### src/rtl/pg_pkg.sv
package pg_pkg;

    typedef struct packed {
        logic wr_busy;
        logic strobe;
        logic drive;
        logic flag;
    } acc_state_t;

    function automatic logic wr_req(input logic ce_n, input logic we_n);
        return !ce_n && !we_n;
    endfunction

    function automatic logic rd_req(input logic ce_n, input logic oe_n, input logic we_n);
        return !ce_n && !oe_n && we_n;
    endfunction

endpackage

### src/rtl/pg_sync.sv
module pg_sync #(
    parameter int   STAGES  = 2,
    parameter logic RST_VAL = 1'b1
) (
    input  logic clk,
    input  logic rst_n,
    input  logic d,
    output logic q
);
    logic [STAGES-1:0] stage_d;
    logic [STAGES-1:0] stage_q;

    for (genvar i = 0; i < STAGES; i++) begin : g_stage
        if (i == 0) begin : g_first
            assign stage_d[i] = d;
        end else begin : g_next
            assign stage_d[i] = stage_q[i-1];
        end
    end

    always_ff @(posedge clk or negedge rst_n) begin
        if (!rst_n) stage_q <= {STAGES{RST_VAL}};
        else        stage_q <= stage_d;
    end

    assign q = stage_q[STAGES-1];
endmodule

### src/rtl/pg_recovery.sv
module pg_recovery #(
    parameter int REC_CYCLES = 100000,
    parameter int REC_W      = 17
) (
    input  logic clk,
    input  logic rst_n,
    input  logic pf_sync,
    output logic blocked,
    output logic rise
);
    typedef struct packed {
        logic [REC_W-1:0] cnt;
        logic             last;
    } rec_t;

    rec_t cur_q, nxt_d;

    always_comb begin
        nxt_d      = cur_q;
        nxt_d.last = pf_sync;
        if (pf_sync)
            nxt_d.cnt = REC_W'(REC_CYCLES);
        else if (cur_q.cnt != '0)
            nxt_d.cnt = cur_q.cnt - REC_W'(1);
    end

    always_ff @(posedge clk or negedge rst_n) begin
        if (!rst_n) begin
            cur_q.cnt  <= '0;
            cur_q.last <= 1'b1;
        end else begin
            cur_q <= nxt_d;
        end
    end

    assign blocked = pf_sync || (cur_q.cnt != '0);
    assign rise    = cur_q.last && !pf_sync;
endmodule

### src/rtl/pg_access.sv
module pg_access
    import pg_pkg::*;
(
    input  logic clk,
    input  logic rst_n,
    input  logic ce_n,
    input  logic oe_n,
    input  logic we_n,
    input  logic blocked,
    input  logic rise,
    input  logic batt_low,
    output logic mem_we,
    output logic drive_en,
    output logic batt_flag
);
    acc_state_t st_q, st_d;
    logic wr_now;

    always_comb begin
        wr_now    = wr_req(ce_n, we_n);
        st_d      = st_q;
        st_d.strobe = 1'b0;
        if (blocked) begin
            st_d.wr_busy = 1'b0;
            st_d.drive   = 1'b0;
            if (rise) st_d.flag = batt_low;
        end else begin
            st_d.wr_busy = wr_now;
            st_d.drive   = rd_req(ce_n, oe_n, we_n);
            if (st_q.wr_busy && !wr_now) begin
                if (st_q.flag) st_d.flag   = 1'b0;
                else           st_d.strobe = 1'b1;
            end
        end
    end

    always_ff @(posedge clk or negedge rst_n) begin
        if (!rst_n) st_q <= '0;
        else        st_q <= st_d;
    end

    assign mem_we    = st_q.strobe;
    assign drive_en  = st_q.drive;
    assign batt_flag = st_q.flag;
endmodule

### src/rtl/pwr_guard_ctrl.sv
module pwr_guard_ctrl #(
    parameter int REC_CYCLES  = 100000,
    parameter int SYNC_STAGES = 2
) (
    input  logic clk,
    input  logic rst_n,
    input  logic ce_n,
    input  logic oe_n,
    input  logic we_n,
    input  logic power_fail,
    input  logic batt_low,
    output logic mem_we,
    output logic drive_en,
    output logic batt_flag
);
    localparam int REC_W = $clog2(REC_CYCLES + 1);

    logic pf_sync;
    logic blocked;
    logic rise;

    pg_sync #(.STAGES(SYNC_STAGES), .RST_VAL(1'b1)) u_sync (
        .clk   (clk),
        .rst_n (rst_n),
        .d     (power_fail),
        .q     (pf_sync)
    );

    pg_recovery #(.REC_CYCLES(REC_CYCLES), .REC_W(REC_W)) u_rec (
        .clk     (clk),
        .rst_n   (rst_n),
        .pf_sync (pf_sync),
        .blocked (blocked),
        .rise    (rise)
    );

    pg_access u_acc (
        .clk       (clk),
        .rst_n     (rst_n),
        .ce_n      (ce_n),
        .oe_n      (oe_n),
        .we_n      (we_n),
        .blocked   (blocked),
        .rise      (rise),
        .batt_low  (batt_low),
        .mem_we    (mem_we),
        .drive_en  (drive_en),
        .batt_flag (batt_flag)
    );
endmodule

### config.mk
export PLATFORM = sky130hd
export DESIGN_NAME = pwr_guard_ctrl
export DESIGN_NICKNAME = d
export VERILOG_FILES = /design/src/rtl/pg_pkg.sv /design/src/rtl/pg_sync.sv /design/src/rtl/pg_recovery.sv /design/src/rtl/pg_access.sv /design/src/rtl/pwr_guard_ctrl.sv
export SDC_FILE = /design/constraint.sdc
export NUM_CORES = 1
export LEC_CHECK = 0
export ABC_AREA = 1
export CORE_ASPECT_RATIO = 1.1
export CORE_MARGIN = 4
export CORE_UTILIZATION = 53
export CTS_BUF_LIST = sky130_fd_sc_hd__clkbuf_8
export DETAILED_ROUTE_END_ITERATION = 12
export DONT_BUFFER_PORTS = 1
export PLACE_DENSITY = 0.71
export SETUP_SLACK_MARGIN = 0.3
export SYNTH_ARGS = -nofsm -noshare
export SYNTH_HDL_FRONTEND = slang
export SYNTH_SLANG_ARGS = --single-unit
### constraint.sdc
create_clock -name clk -period 1.4 [get_ports clk]
set_clock_uncertainty 0.15 [all_clocks]
set_input_delay 0.28 -clock clk [delete_from_list [all_inputs] [get_ports clk]]
set_output_delay 0.28 -clock clk [all_outputs]
set_load 0.1 [all_outputs]
-- Yosys cells after proc, flatten, opt, wreduce, memory -nomap -nowiden
Cells that the tools add are included.
- logic and storage cells: 33
- input bits: 7
- register bits: 24
- output and inout port bits: 3
- multiplexer cells: 9
- reduce and logical (&&, ||, !) cells: 15
- $add $sub $neg: 1
- eq/ne operators: 1
- operators with widths (operator ; count):
    $mux W17 ; 2
    $reduce_bool A17 Y1 ; 1
    $sub A17 B1 Y17 const B ; 1
    $mux W1 ; 6
    $logic_and A1 B1 Y1 ; 5
    $logic_not A1 Y1 ; 5
    $reduce_bool A2 Y1 ; 2
    $mux W2 ; 1
    $ne A2 B1 Y1 const B ; 1
    $reduce_and A2 Y1 ; 1
    $logic_or A1 B1 Y1 ; 1

-- Logic depth before layout (Yosys ltp)
Gate-level depths: netlist of the first run.
- depth in word-level cells: 6
- gate-level depth with buffers: 9
- mapped depth without buffers: 9

-- Cells and area by module
A second synthesis of the first run with hierarchy kept.
- cell total of the unflattened synthesis: 172
- area, all modules: 1308.8 sq um
- modules (own cells, without submodules) (module ; cells each ; times used ; area an instance (sq um)):
    pg_recovery ; 151 ; 1 ; 1096.1
    pg_access ; 19 ; 1 ; 160.2
    pg_sync ; 2 ; 1 ; 52.6

-- Worst setup path after synthesis of the first run
OpenSTA, ideal clock, no wires.
- path kind: reg2reg
- start point: reg u_rec.cur_q[1] (netlist bit)
- end point: reg u_rec.cur_q[6] (netlist bit)
- required time: 1.128 ns
- path slack: -0.104 ns
- clock period less this slack: 1.504 ns
- arrival time: 1.232 ns
- library setup time: 0.122 ns
- cell stages (with the launch flop): 8
- path buffers: 0
- path through: dfrtp_1 -> inv_1 -> ha_1 -> inv_1 -> nor2_1 -> nand4_4 -> nor2_4 -> nor2_1
- cells in the longest elaborated chain, start to end: 3
- RTL lines (what ; line ; RTL):
    from (decl) ; pg_recovery.sv:16 ; rec_t cur_q, nxt_d;
    from (signal assigned) ; pg_recovery.sv:32 ; cur_q <= nxt_d;
    $sub A17 B1 Y17 ; pg_recovery.sv:24 ; nxt_d.cnt = cur_q.cnt - REC_W'(1);
    $mux W17 ; pg_recovery.sv:23 ; else if (cur_q.cnt != '0)
    $mux W17 ; pg_recovery.sv:21 ; if (pf_sync)
Parallel ways exist; a longest one is shown, timed or not. The select of a mux whose other input is x is not followed.
A chain may end at the register's enable or synchronous reset.

-- Final worst setup path of the first run
- start point: reg u_rec.cur_q[6] (netlist bit)
- end point: reg u_acc.st_q (netlist bit u_acc.batt_flag)
- cells in the longest elaborated chain, start to end: 4
- RTL lines (what ; line ; RTL):
    $reduce_bool A17 Y1 (*) ; pg_recovery.sv:36 ; assign blocked = pf_sync || (cur_q.cnt != '0);
    $logic_or A1 B1 Y1 (*) ; pg_recovery.sv:36 ;
    $ne A2 B1 Y1 (no line) or $reduce_bool A2 Y1 (tied branches) ; n/a ;
    $reduce_and A2 Y1 (no line) ; n/a ;
    to (signal assigned) ; pg_access.sv:39 ; else st_q <= st_d;
    to (decl) ; pg_access.sv:16 ; acc_state_t st_q, st_d;
Mark *: on every way between the ends. The rest lies on a longest branch, timed or not.

==> results of run 1 <==
worst min path at each step:
| stage | end | depth (start not counted) | slack (ns) | startpoint |
|---|---|---|---|---|
| CTS | u_acc.drive_en$_DFF_PN0_ | 0 | -0.46 | rst_n |
| floorplan | u_acc.batt_flag$_DFFE_PN0P_ | 0 | -0.17 | rst_n |
| finish | u_sync.stage_q[1]$_DFF_PN1_ | 0 | 0.21 | u_sync.stage_q[0]$_DFF_PN1_ |
| global route | u_sync.stage_q[1]$_DFF_PN1_ | 0 | 0.22 | u_sync.stage_q[0]$_DFF_PN1_ |
| global placement | u_rec.cur_q[12]$_DFFE_PN0N_ | 0 | -0.16 | rst_n |
| detailed placement | u_rec.cur_q[8]$_DFFE_PN0N_ | 0 | -0.16 | rst_n |
logic make-up (layout without fill, tap and decap cells):
logic type,count (synthesis),after routing
AND/OR/NAND/NOR,113,113
AO/OA/AOI/OAI,10,10
XOR/XNOR,1,1
buffers and inverters,25,74
adder cells (fa/ha/maj),2,2
flip-flops,24,24
state kept, by name (all words and copies together) (netlist names):
name,count
u_rec.cur_q,18
u_sync.stage_q,2
u_acc.batt_flag,1
u_acc.drive_en,1
u_acc.mem_we,1
u_acc.st_q,1
placed cells by master (no fill, tap or decap), types with 3 or more instances in the layout:
cell type      count
nand2_2            6
buf_4             35
dfrtp_2            5
inv_1             20
a21oi_1            3
dlygate4sd3_1      6
nor2_2             7
clkbuf_8           4
dfstp_2            3
nand3_1           15
nand4_1            7
inv_2              3
buf_6              3
nor2_4            13
nor2_1            19
or2_2              3
buf_12             3
nand2_1           37
dfrtp_1           15
per-stage QoR:
| stage | worst slack, ns | util | hold WS [ns] | cell area (sq um) | TNS, ns |
|---|---|---|---|---|---|
| global route | -0.254 | 0.846 | 0.218 | 1980 | -3.97 |
| finish | -0.189 | 0.846 | 0.212 | 1980 | -2.47 |
| CTS | -0.115 | 0.776 | -0.457 | 1820 | -1.74 |
| floorplan | -0.00999 | - | -0.166 | 1380 | -0.0704 |
| detailed placement | -0.148 | 0.708 | -0.165 | 1660 | -2.41 |
| global placement | -0.107 | 0.708 | -0.165 | 1660 | -1.18 |
power by group through the flow:
| stage | sequential [W] | combinational, W | clock, W |
|---|---|---|---|
| finish | 0.000812 | 0.000423 | 0.000470 |
| global route | 0.000818 | 0.000463 | 0.000507 |
| CTS | 0.000800 | 0.000321 | 0.000473 |
| detailed placement | 0.000806 | 0.000290 | 0 |
| global placement | 0.000805 | 0.000280 | 0 |
| floorplan | 0.000802 | 0.000176 | 0 |
per-layer routing:
metal,vias up,track usage
met5,-,0
met2,59,0.419
met3,13,0.0377
met4,0,0.119
li1,651,-
met1,658,0.232
Yosys cell counts (all sizes together):
cell type   n
nand2      45
nor2       39
inv        23
dfrtp      21
nand3      17
nand4       8
a21oi       5
dfstp       3
o21ai       3
or2         3
ha          2
buf         1
clkbuf      1
nor3        1
o21a        1
o21bai      1
xor2        1
area by class of cell:
type / count / area [sq um] / area share
well taps: 30 / 37.5 / 0.0190
clock buffers: 4 / 55.1 / 0.0278
multi-input cells: 126 / 771 / 0.389
inverters: 23 / 86.3 / 0.0436
repair buffers: 47 / 417 / 0.210
flip-flops and latches: 24 / 614 / 0.310
what timing repair did:
item | CTS | global route
endpoints found under the setup margin | 24 | 24
pin swaps | 17 | 15
endpoints found under the hold margin | 28 | 24
setup buffers | 1 | 7
hold buffers | 5 | 2
resized for setup | 16 | 21
==> results.md, run 1 <==
- Horizontal die dimension: 56.2 um
- Sequential share of power: 0.476
- Die area: 3430 sq um
- Post-route non-filler standard cell count: 254
- Worst path arrival time: 1.59 ns
- Post-layout nets: 234
- Seq/Total Area, Yosys: 0.446
- # placed instances: 235
- Cell-internal power: 0.00119 W
- Main combinational cell family by area after synthesis: simple AND/OR/NAND/NOR gates
- First-pass GRT wire length: 5690 um
- Row count: 18
- Synth Area in Adders: 0.0185
- Sw Pwr: 0.000517 W
- Crit path depth: 6
- Period Utilization, post-route: 1.13
- Register bit total from synthesis: 24
- Reg2Reg Setup Slack: -0.19 ns
- Die Height: 61.0 um
- Synth area leaders: dfrtp_1 (39%), nand2_1 (11%), nor2_1 (7.8%)
- Total setup violations reported at the end of the flow: 21
- Initial Utilization: 0.579
- Failing checks: negative setup slack
- Result of the run: complete, but fails checks
- Number of search-and-repair iterations in the first detailed-routing pass: 4
- Syn avg cell area: 7.74 sq um
- Path type of the worst setup path: register to register
- Routed length per instance: 15.7 um
- Power density cells: 861 nW/um^2
- Starting DRT DRC Count: 65
- RePlAce Congestion: 0.817
- Std-Cell Core Area: 2340 sq um
- Met3 layer wire length in the routed design: 195 um
- Sink Count: 24
- Signed area change from the synthesized netlist to the final layout: 46.2%
- Ports: 10
- Multiplexer share of the synthesized area: 0
- Yosys warning total: 0
- Part of the power in combinational logic: 0.248
- Sum of routed wire segments on met1: 1560 um
- Share of final-layout standard cells stronger than drive strength 1: 0.429
- Count of antenna diodes in the layout: 0
- Max Clk Rate: 629 MHz
- Crit path top cell by count: nor2_4
- Actual transition at the worst max-transition pin: 0.545 ns
- Biggest cell delay along the critical path: 0.46 ns
- Netlist area before placement: 1360 sq um
- Simple-gate share of the synthesized area: 0.411
- Max-cap violations: 0
- DP HPWL: 2460 um
- Post-CTS clock slew at the launch and capture registers of the worst setup and hold paths: 0.08 ns
- Vias per Instance: 5.44
- Final slew viol count: 0
- Number of global-route vias before repair: 1368
- Number of buffers added on ports: 0
- Data required time at the worst endpoint: 1.40 ns
- Sw frac: 0.303
- Power, Total: 0.00170 W
- Cell type with the highest aggregate area in the netlist: dfrtp_1
- Share of the synthesized area in compound gates (AO/OA/AOI/OAI): 0.0406
- Reported leakage power: 0.969 nW
- Crit path setup slack, layout: -0.189 ns
- Number of hold violations in the final report: 0
- Proportion of netlist area held by the largest area contributor: 0.388
- Ordered list of cells on the worst path: nor2_4 -> nand2_4 -> nor2_4 -> nand4_1 -> nand3_1 -> nand2_1
- Initial antenna violation count: 0
- Largest fanout on the critical path: 4
- Portion of total power attributed to the clock network: 0.276
- Crit path buffers/inverters: 0
- Crit path max-delay cell type: dfrtp_2
- Post-layout minimum cycle time: 1.59 ns
- Min-Delay Path Class: register to register
- Cells after Synth: 175
- Number of buffers created by CTS: 3
- Max-slew headroom: 0.636
- Maximum number of pins on one net before global-route repair: 25
- Synth Net Count: 184
- Post-route DRC: 0
- Routed vias: 1381
- GRT Resource Usage Total: 0.218
- Number of distinct library cells after synthesis: 22
- Worst Setup SP: u_rec.cur_q[6]$_DFFE_PN0N_
- CP endpoint: u_acc.batt_flag$_DFFE_PN0P_
- Worst reg2reg path endpoint: u_acc.batt_flag$_DFFE_PN0P_
- R2R depth: 6
- Bufs on Longest Clock Path: 2
- Setup crit end kind: register
- Synthesized-area fraction occupied by xor and xnor cells: 0.00646
- Clock tree from TritonCTS: yes
- Post-Route WL: 4000 um
- Number of H-tree levels: 1
- Fill cell total of the finished layout: 128
- RSZ-0062 raised after global routing: yes
- Highest routing layer actually used: met4
- Source-to-sink clock delay at the later pin of the worst-skew pair: 0.27 ns
- VDD IR max: 0.875 mV
- Cell family with most CP delay: simple AND/OR/NAND/NOR gates
- Sum of overflow across all layers after global routing: 0
- Number of nets with antenna violations after detailed routing: 0
- Startpoint Class: register
- Startpoint of the lowest-slack register-to-register path: u_rec.cur_q[6]$_DFFE_PN0N_
- Clock root buffer master: clkbuf_8
- Wire length on met2: 2140 um
(Power assumes the default switching activity.)
==> run 2, diff against run 1 <==
Settings changed: GPL_ROUTABILITY_DRIVEN from default to 0, GPL_TIMING_DRIVEN from default to 0.
==> results.md, run 2 (same netlist as run 1, synthesis figures left out) <==
- VDD IR max: 0.936 mV
- Ordered list of cells on the worst path: nor2_2 -> nand2_2 -> nor2_4 -> nand2_4 -> nand2_1 -> nand2_1 -> a21oi_1
- Die Height: 61.0 um
- Number of global-route vias before repair: 1359
- Accumulated negative setup slack: -2.14 ns
- Path type of the worst setup path: register to register
- Crit path setup slack, layout: -0.169 ns
- Maximum number of pins on one net before global-route repair: 25
- Max FFs per register: 18
- Number of search-and-repair iterations in the first detailed-routing pass: 4
- Worst path arrival time: 1.61 ns
- Horizontal die dimension: 56.2 um
- Max Clk Rate: 637 MHz
- Reported leakage power: 0.880 nW
- Sum of overflow across all layers after global routing: 0
- Max-cap violations: 0
- Largest fanout on the critical path: 8
- Post-route non-filler standard cell count: 241
- Row count: 18
- Ports: 10
- Initial Utilization: 0.579
- Die area: 3430 sq um
- Crit path max-delay cell type: dfrtp_1
- R2R depth: 7
- Final slew viol count: 0
- Setup crit end kind: register
- Clock root buffer master: clkbuf_8
- Clock tree from TritonCTS: yes
- Startpoint of the lowest-slack register-to-register path: u_rec.cur_q[6]$_DFFE_PN0N_
- Fill cell total of the finished layout: 144
- Reg2Reg Setup Slack: -0.17 ns
- Failing checks: negative setup slack
- Power, Total: 0.00182 W
- Largest registers: u_rec.cur_q x18, u_sync.stage_q x2
- Bufs on Longest Clock Path: 2
- Top reg by flops: u_rec.cur_q
- Number of buffers added on ports: 0
- Max-slew headroom: 0.792
- Most frequent standard cell in the layout excluding fill and tap cells: nand2_1
- # placed instances: 205
- Post-route DRC: 0
- Signed area change from the synthesized netlist to the final layout: 38.4%
- Power density cells: 968 nW/um^2
- Crit path top cell by count: nand2_1
- Commonest non-fill, non-tap cells in the layout: nand2_1 (36), buf_4 (25), nor2_1 (20)
- Std-Cell Core Area: 2340 sq um
- Sink Count: 24
- Vias per Instance: 5.47
- Hold Crit Endpoint: u_acc.mem_we$_DFF_PN0_
- Worst hold start: we_n
- Routed vias: 1318
- Count of antenna diodes in the layout: 0
- Number of nets with antenna violations after detailed routing: 0
- Post-Route WL: 3800 um
- Initial antenna violation count: 0
- Number of hold violations in the final report: 0
- Period Utilization, post-route: 1.12
- Routed length per instance: 15.8 um
- Min-Delay Path Class: input port to register
- Post-layout nets: 221
- Worst reg2reg path endpoint: u_rec.cur_q[2]$_DFFE_PN0N_
- First-pass GRT wire length: 5950 um
- DP HPWL: 2110 um
- Startpoint Class: register
- Hold Path Depth: 3
- RSZ-0062 raised after global routing: yes
- Source-to-sink clock delay at the later pin of the worst-skew pair: 0.27 ns
- Total setup violations reported at the end of the flow: 21
- Post-layout minimum cycle time: 1.57 ns
- GRT Resource Usage Total: 0.223
- Number of H-tree levels: 1
- Actual transition at the worst max-transition pin: 0.312 ns
- Post-CTS clock slew at the launch and capture registers of the worst setup and hold paths: 0.09 ns
- Starting DRT DRC Count: 64
- Share of final-layout standard cells stronger than drive strength 1: 0.422
- Number of buffers created by CTS: 3
- Data required time at the worst endpoint: 1.44 ns
- Biggest cell delay along the critical path: 0.44 ns
- Result of the run: complete, but fails checks
run 2: repair_timing:
action	CTS	global route
gates resized for setup	27	13
endpoints found under the setup margin	24	24
pin swaps	23	10
setup buffers	18	7
gates cloned	0	0
hold endpoints to repair	28	24
hold buffers	5	2
run 2: through the flow:
stage | hold WS [ns] | worst slack (ns) | util | cell area [sq um]
after detailed placement | -0.165 | -0.206 | 0.604 | 1410
after CTS | -0.462 | -0.0966 | 0.748 | 1750
after global routing | 0.218 | -0.268 | 0.801 | 1880
after floorplan | -0.166 | -0.00999 | - | 1380
after global placement | -0.165 | -0.181 | 0.604 | 1410
final | 0.187 | -0.169 | 0.801 | 1880
run 2: routing by layer:
metal / routed length [um] / up-vias / part of all wire / track usage
li1: - / 622 / - / -
met1: 1550 / 633 / 0.41 / 0.266
met2: 2000 / 51 / 0.53 / 0.407
met3: 171 / 12 / 0.045 / 0.0314
met4: 78 / 0 / 0.021 / 0.102
met5: 0 / - / 0 / 0
run 2: how the worst max path moves through the flow:
stage,from,slack [ns],to
after floorplan,u_rec.cur_q[9]$_DFFE_PN0N_,-0.01,u_rec.cur_q[13]$_DFFE_PN0N_
after global placement,u_rec.cur_q[1]$_DFFE_PN0N_,-0.18,u_rec.cur_q[1]$_DFFE_PN0N_
after detailed placement,u_rec.cur_q[1]$_DFFE_PN0N_,-0.21,u_rec.cur_q[1]$_DFFE_PN0N_
after CTS,u_rec.cur_q[2]$_DFFE_PN0N_,-0.1,u_rec.cur_q[17]$_DFFE_PN0N_
after global routing,u_rec.cur_q[6]$_DFFE_PN0N_,-0.27,u_rec.cur_q[1]$_DFFE_PN0N_
final,u_rec.cur_q[6]$_DFFE_PN0N_,-0.17,u_rec.cur_q[2]$_DFFE_PN0N_
run 2: where the power goes:
part	switching [W]	internal (W)
Sequential	0.0000781	0.000737
Combinational	0.000213	0.000174
Clock	0.000231	0.000383
run 2: critical path: cells and delay by family, from the launching register on:
kind | cells | cell delay, ns
simple gates | 6 | 0.76
flops | 1 | 0.44
compound gates | 1 | 0.12
run 2: area by class of cell:
type                    instances  area (sq um)  share of cell area
multi-input cells             126           759               0.405
plain buffers                   2          28.8              0.0153
clock buffers                   3          41.3              0.0220
repair buffers                 32           268               0.143
clock inverters                 1          30.0              0.0160
inverters                      23          90.1              0.0480
well taps                      30          37.5              0.0200
flip-flops and latches         24           621               0.331
==> run 3, diff against run 2 <==
Settings changed: ABC_AREA 1 to default, CORE_MARGIN 4 to 1.
==> results.md, run 3 <==
- Result of the run: complete, but fails checks
- Failing checks: negative hold slack, negative setup slack
- Seq/Total Area, Yosys: 0.503
- Data required time at the worst endpoint: 1.44 ns
- Number of hold violations in the final report: 23
- Hold slack final: -0.153 ns
- Source-to-sink clock delay at the later pin of the worst-skew pair: 0.27 ns
- Final core occ: 0.827
- Path type of the worst setup path: register to register
- Sum of overflow across all layers after global routing: 0
- Post-layout minimum cycle time: 2.40 ns
- Part of the power in combinational logic: 0.143
- Most instantiated library cell after synthesis: dfrtp_1
- Bufs on Longest Clock Path: 2
- Post-route DRC: 0
- Number of H-tree levels: 1
- Crit path buffers/inverters: 2
- Initial antenna violation count: 0
- Ordered list of cells on the worst path: or4_4 -> buf_4 -> or4_4 -> buf_8 -> and4_1 -> o21ai_1
- Ports: 10
- Largest fanout on the critical path: 5
- Die area: 2460 sq um
- Period Utilization, post-route: 1.71
- Cell family with most CP delay: simple AND/OR/NAND/NOR gates
- Final cell area excluding filler cells: 1710 sq um
- Signed area change from the synthesized netlist to the final layout: 42.1%
- Actual transition at the worst max-transition pin: 0.655 ns
- Async S/R FF share, synth: 1.00
- GRT Resource Usage Total: 0.315
- Power density cells: 970 nW/um^2
- Commonest non-fill, non-tap cells in the layout: buf_4 (18), dfrtp_1 (18), or4_1 (7)
- Startpoint Class: register
- Clock root buffer master: clkbuf_8
- Number of distinct library cells after synthesis: 33
- Min-Delay Path Class: input port to asynchronous set/reset pin
- Cell-internal power: 0.00122 W
- Most instantiated flip-flop cell in the synthesis netlist: dfrtp_1
- Max-slew headroom: 0.563
- First-pass GRT wire length: 5210 um
- Number of global-route vias before repair: 1106
- Synth area leaders: dfrtp_1 (44%), or4_1 (6.9%), dfstp_2 (6.6%)
- Post-layout nets: 158
- Initial Utilization: 0.582
- Sequential share of power: 0.489
- Cell type with the highest aggregate area in the netlist: dfrtp_1
- Accumulated negative setup slack: -18.28 ns
- Total setup violations reported at the end of the flow: 21
- Post-synth EDFFs: 0
- Post-CTS clock slew at the launch and capture registers of the worst setup and hold paths: 0.09 ns
- Synth top cells by count: dfrtp_1 (21), or4_1 (11), nor4_1 (9)
- Final slew viol count: 0
- Row count: 17
- Register bit total from synthesis: 24
- Biggest cell delay along the critical path: 0.56 ns
- Cells after Synth: 120
- Clock tree from TritonCTS: yes
- Number of search-and-repair iterations in the first detailed-routing pass: 4
- Maximum number of pins on one net before global-route repair: 25
- Std-Cell Core Area: 2060 sq um
- Fill cell total of the finished layout: 114
- Crit path top cell by count: or4_4
- Number of buffers inserted by hold repair at cts: 2
- Reported leakage power: 0.662 nW
- Routed length per instance: 19.0 um
- Max-cap violations: 0
- Share of final-layout standard cells stronger than drive strength 1: 0.426
- Number of buffers added on ports: 0
- Routed vias: 1134
- DP HPWL: 1730 um
- Sw frac: 0.263
- Crit path setup slack, layout: -0.998 ns
- Horizontal die dimension: 47.4 um
- Max Clk Rate: 417 MHz
- Vias per Instance: 6.44
- Portion of total power attributed to the clock network: 0.368
- Netlist area before placement: 1200 sq um
- Worst path arrival time: 2.44 ns
- Largest registers: u_rec.cur_q x18, u_sync.stage_q x2
- Synth Net Count: 129
- Die Height: 51.9 um
- Number of nets with antenna violations after detailed routing: 0
- Max FFs per register: 18
- Cell area after placement: 1300 sq um
- Proportion of netlist area held by the largest area contributor: 0.438
- Number of buffers created by CTS: 3
- Syn avg cell area: 10.0 sq um
- Sink Count: 24
- RSZ-0062 raised after global routing: yes
- Setup crit end kind: register
- Yosys warning total: 0
- Starting DRT DRC Count: 24
- Top reg by flops: u_rec.cur_q
- Crit path max-delay cell type: or4_4
- Sw Pwr: 0.000435 W
- Post-Route WL: 3350 um
- VDD IR max: 0.903 mV
- Count of antenna diodes in the layout: 0
## run 3: final cells by class
type / count / area [sq um] / area share
buffer: 7 / 67.6 / 0.0396
inverter: 5 / 18.8 / 0.0110
tap: 28 / 35.0 / 0.0205
clock buffer: 3 / 41.3 / 0.0242
timing repair buffer: 24 / 208 / 0.122
multi-input combinational: 84 / 691 / 0.405
clock inverter: 1 / 30.0 / 0.0176
sequential: 24 / 616 / 0.361
## run 3: routing by layer
layer  vias to the layer above  global-route usage  share of wire
met5                         -                   0              0
met4                         0               0.219          0.045
met3                        22              0.0833          0.047
met2                        43               0.498           0.53
met1                       560               0.355           0.38
li1                        509                   -              -
## run 3: path summary, 6_finish.rpt
check / startpoint / to / slack [ns] / cells past startpoint
setup reg to reg: u_rec.cur_q[8]$_DFFE_PN0N_ / u_rec.cur_q[6]$_DFFE_PN0N_ / -1.0 / 6
hold reg to reg: u_sync.stage_q[0]$_DFF_PN1_ / u_sync.stage_q[1]$_DFF_PN1_ / 0.21 / 0
max in group asynchronous: rst_n / u_acc.batt_flag$_DFFE_PN0P_ / 0.81 / 1
hold / removal: rst_n / u_rec.cur_q[8]$_DFFE_PN0N_ / -0.15 / 1
min in group clk: ce_n / u_acc.drive_en$_DFF_PN0_ / -0.10 / 1
setup / recovery: u_rec.cur_q[8]$_DFFE_PN0N_ / u_rec.cur_q[6]$_DFFE_PN0N_ / -1.0 / 6
## run 3: per-stage QoR
stage | instances | worst slack (ns) | hold WS, ns | total power, W
2_1_floorplan | 120 | -0.921 | -0.166 | 0.000915
3_3_place_gp | 148 | -0.979 | -0.165 | 0.000939
3_5_place_dp | 148 | -1.02 | -0.165 | 0.000948
4_1_cts | 170 | -0.972 | -0.0984 | 0.00161
5_1_grt | 176 | -1.04 | -0.106 | 0.00172
6_report | 176 | -0.998 | -0.153 | 0.00166
## run 3: logic make-up after synthesis
family                     count (synthesis)  synth area share
xor gates and xnor gates                   1           0.00729
DFF                                       24             0.503
buffers and inverters                     12            0.0396
muxes                                      3            0.0271
AOI/OAI and AO/OA                         23             0.124
and+or+nand+nor                           55             0.278
adders and majority gates                  2            0.0208
## run 3: power groups by stage
stage               sequential [W]  clock, W  combinational, W
floorplan                 0.000805         0          0.000109
global placement          0.000812         0          0.000127
detailed placement        0.000815         0          0.000133
CTS                       0.000802  0.000623          0.000186
global route              0.000812  0.000650          0.000258
finish                    0.000810  0.000609          0.000236
## run 3: what timing repair did
item | CTS | global route
resized for setup | 17 | 19
pin swaps | 4 | 4
endpoints found under the setup margin | 24 | 48
setup buffers | 14 | 6
gates cloned | 2 | 0
hold endpoints to repair | 27 | 23
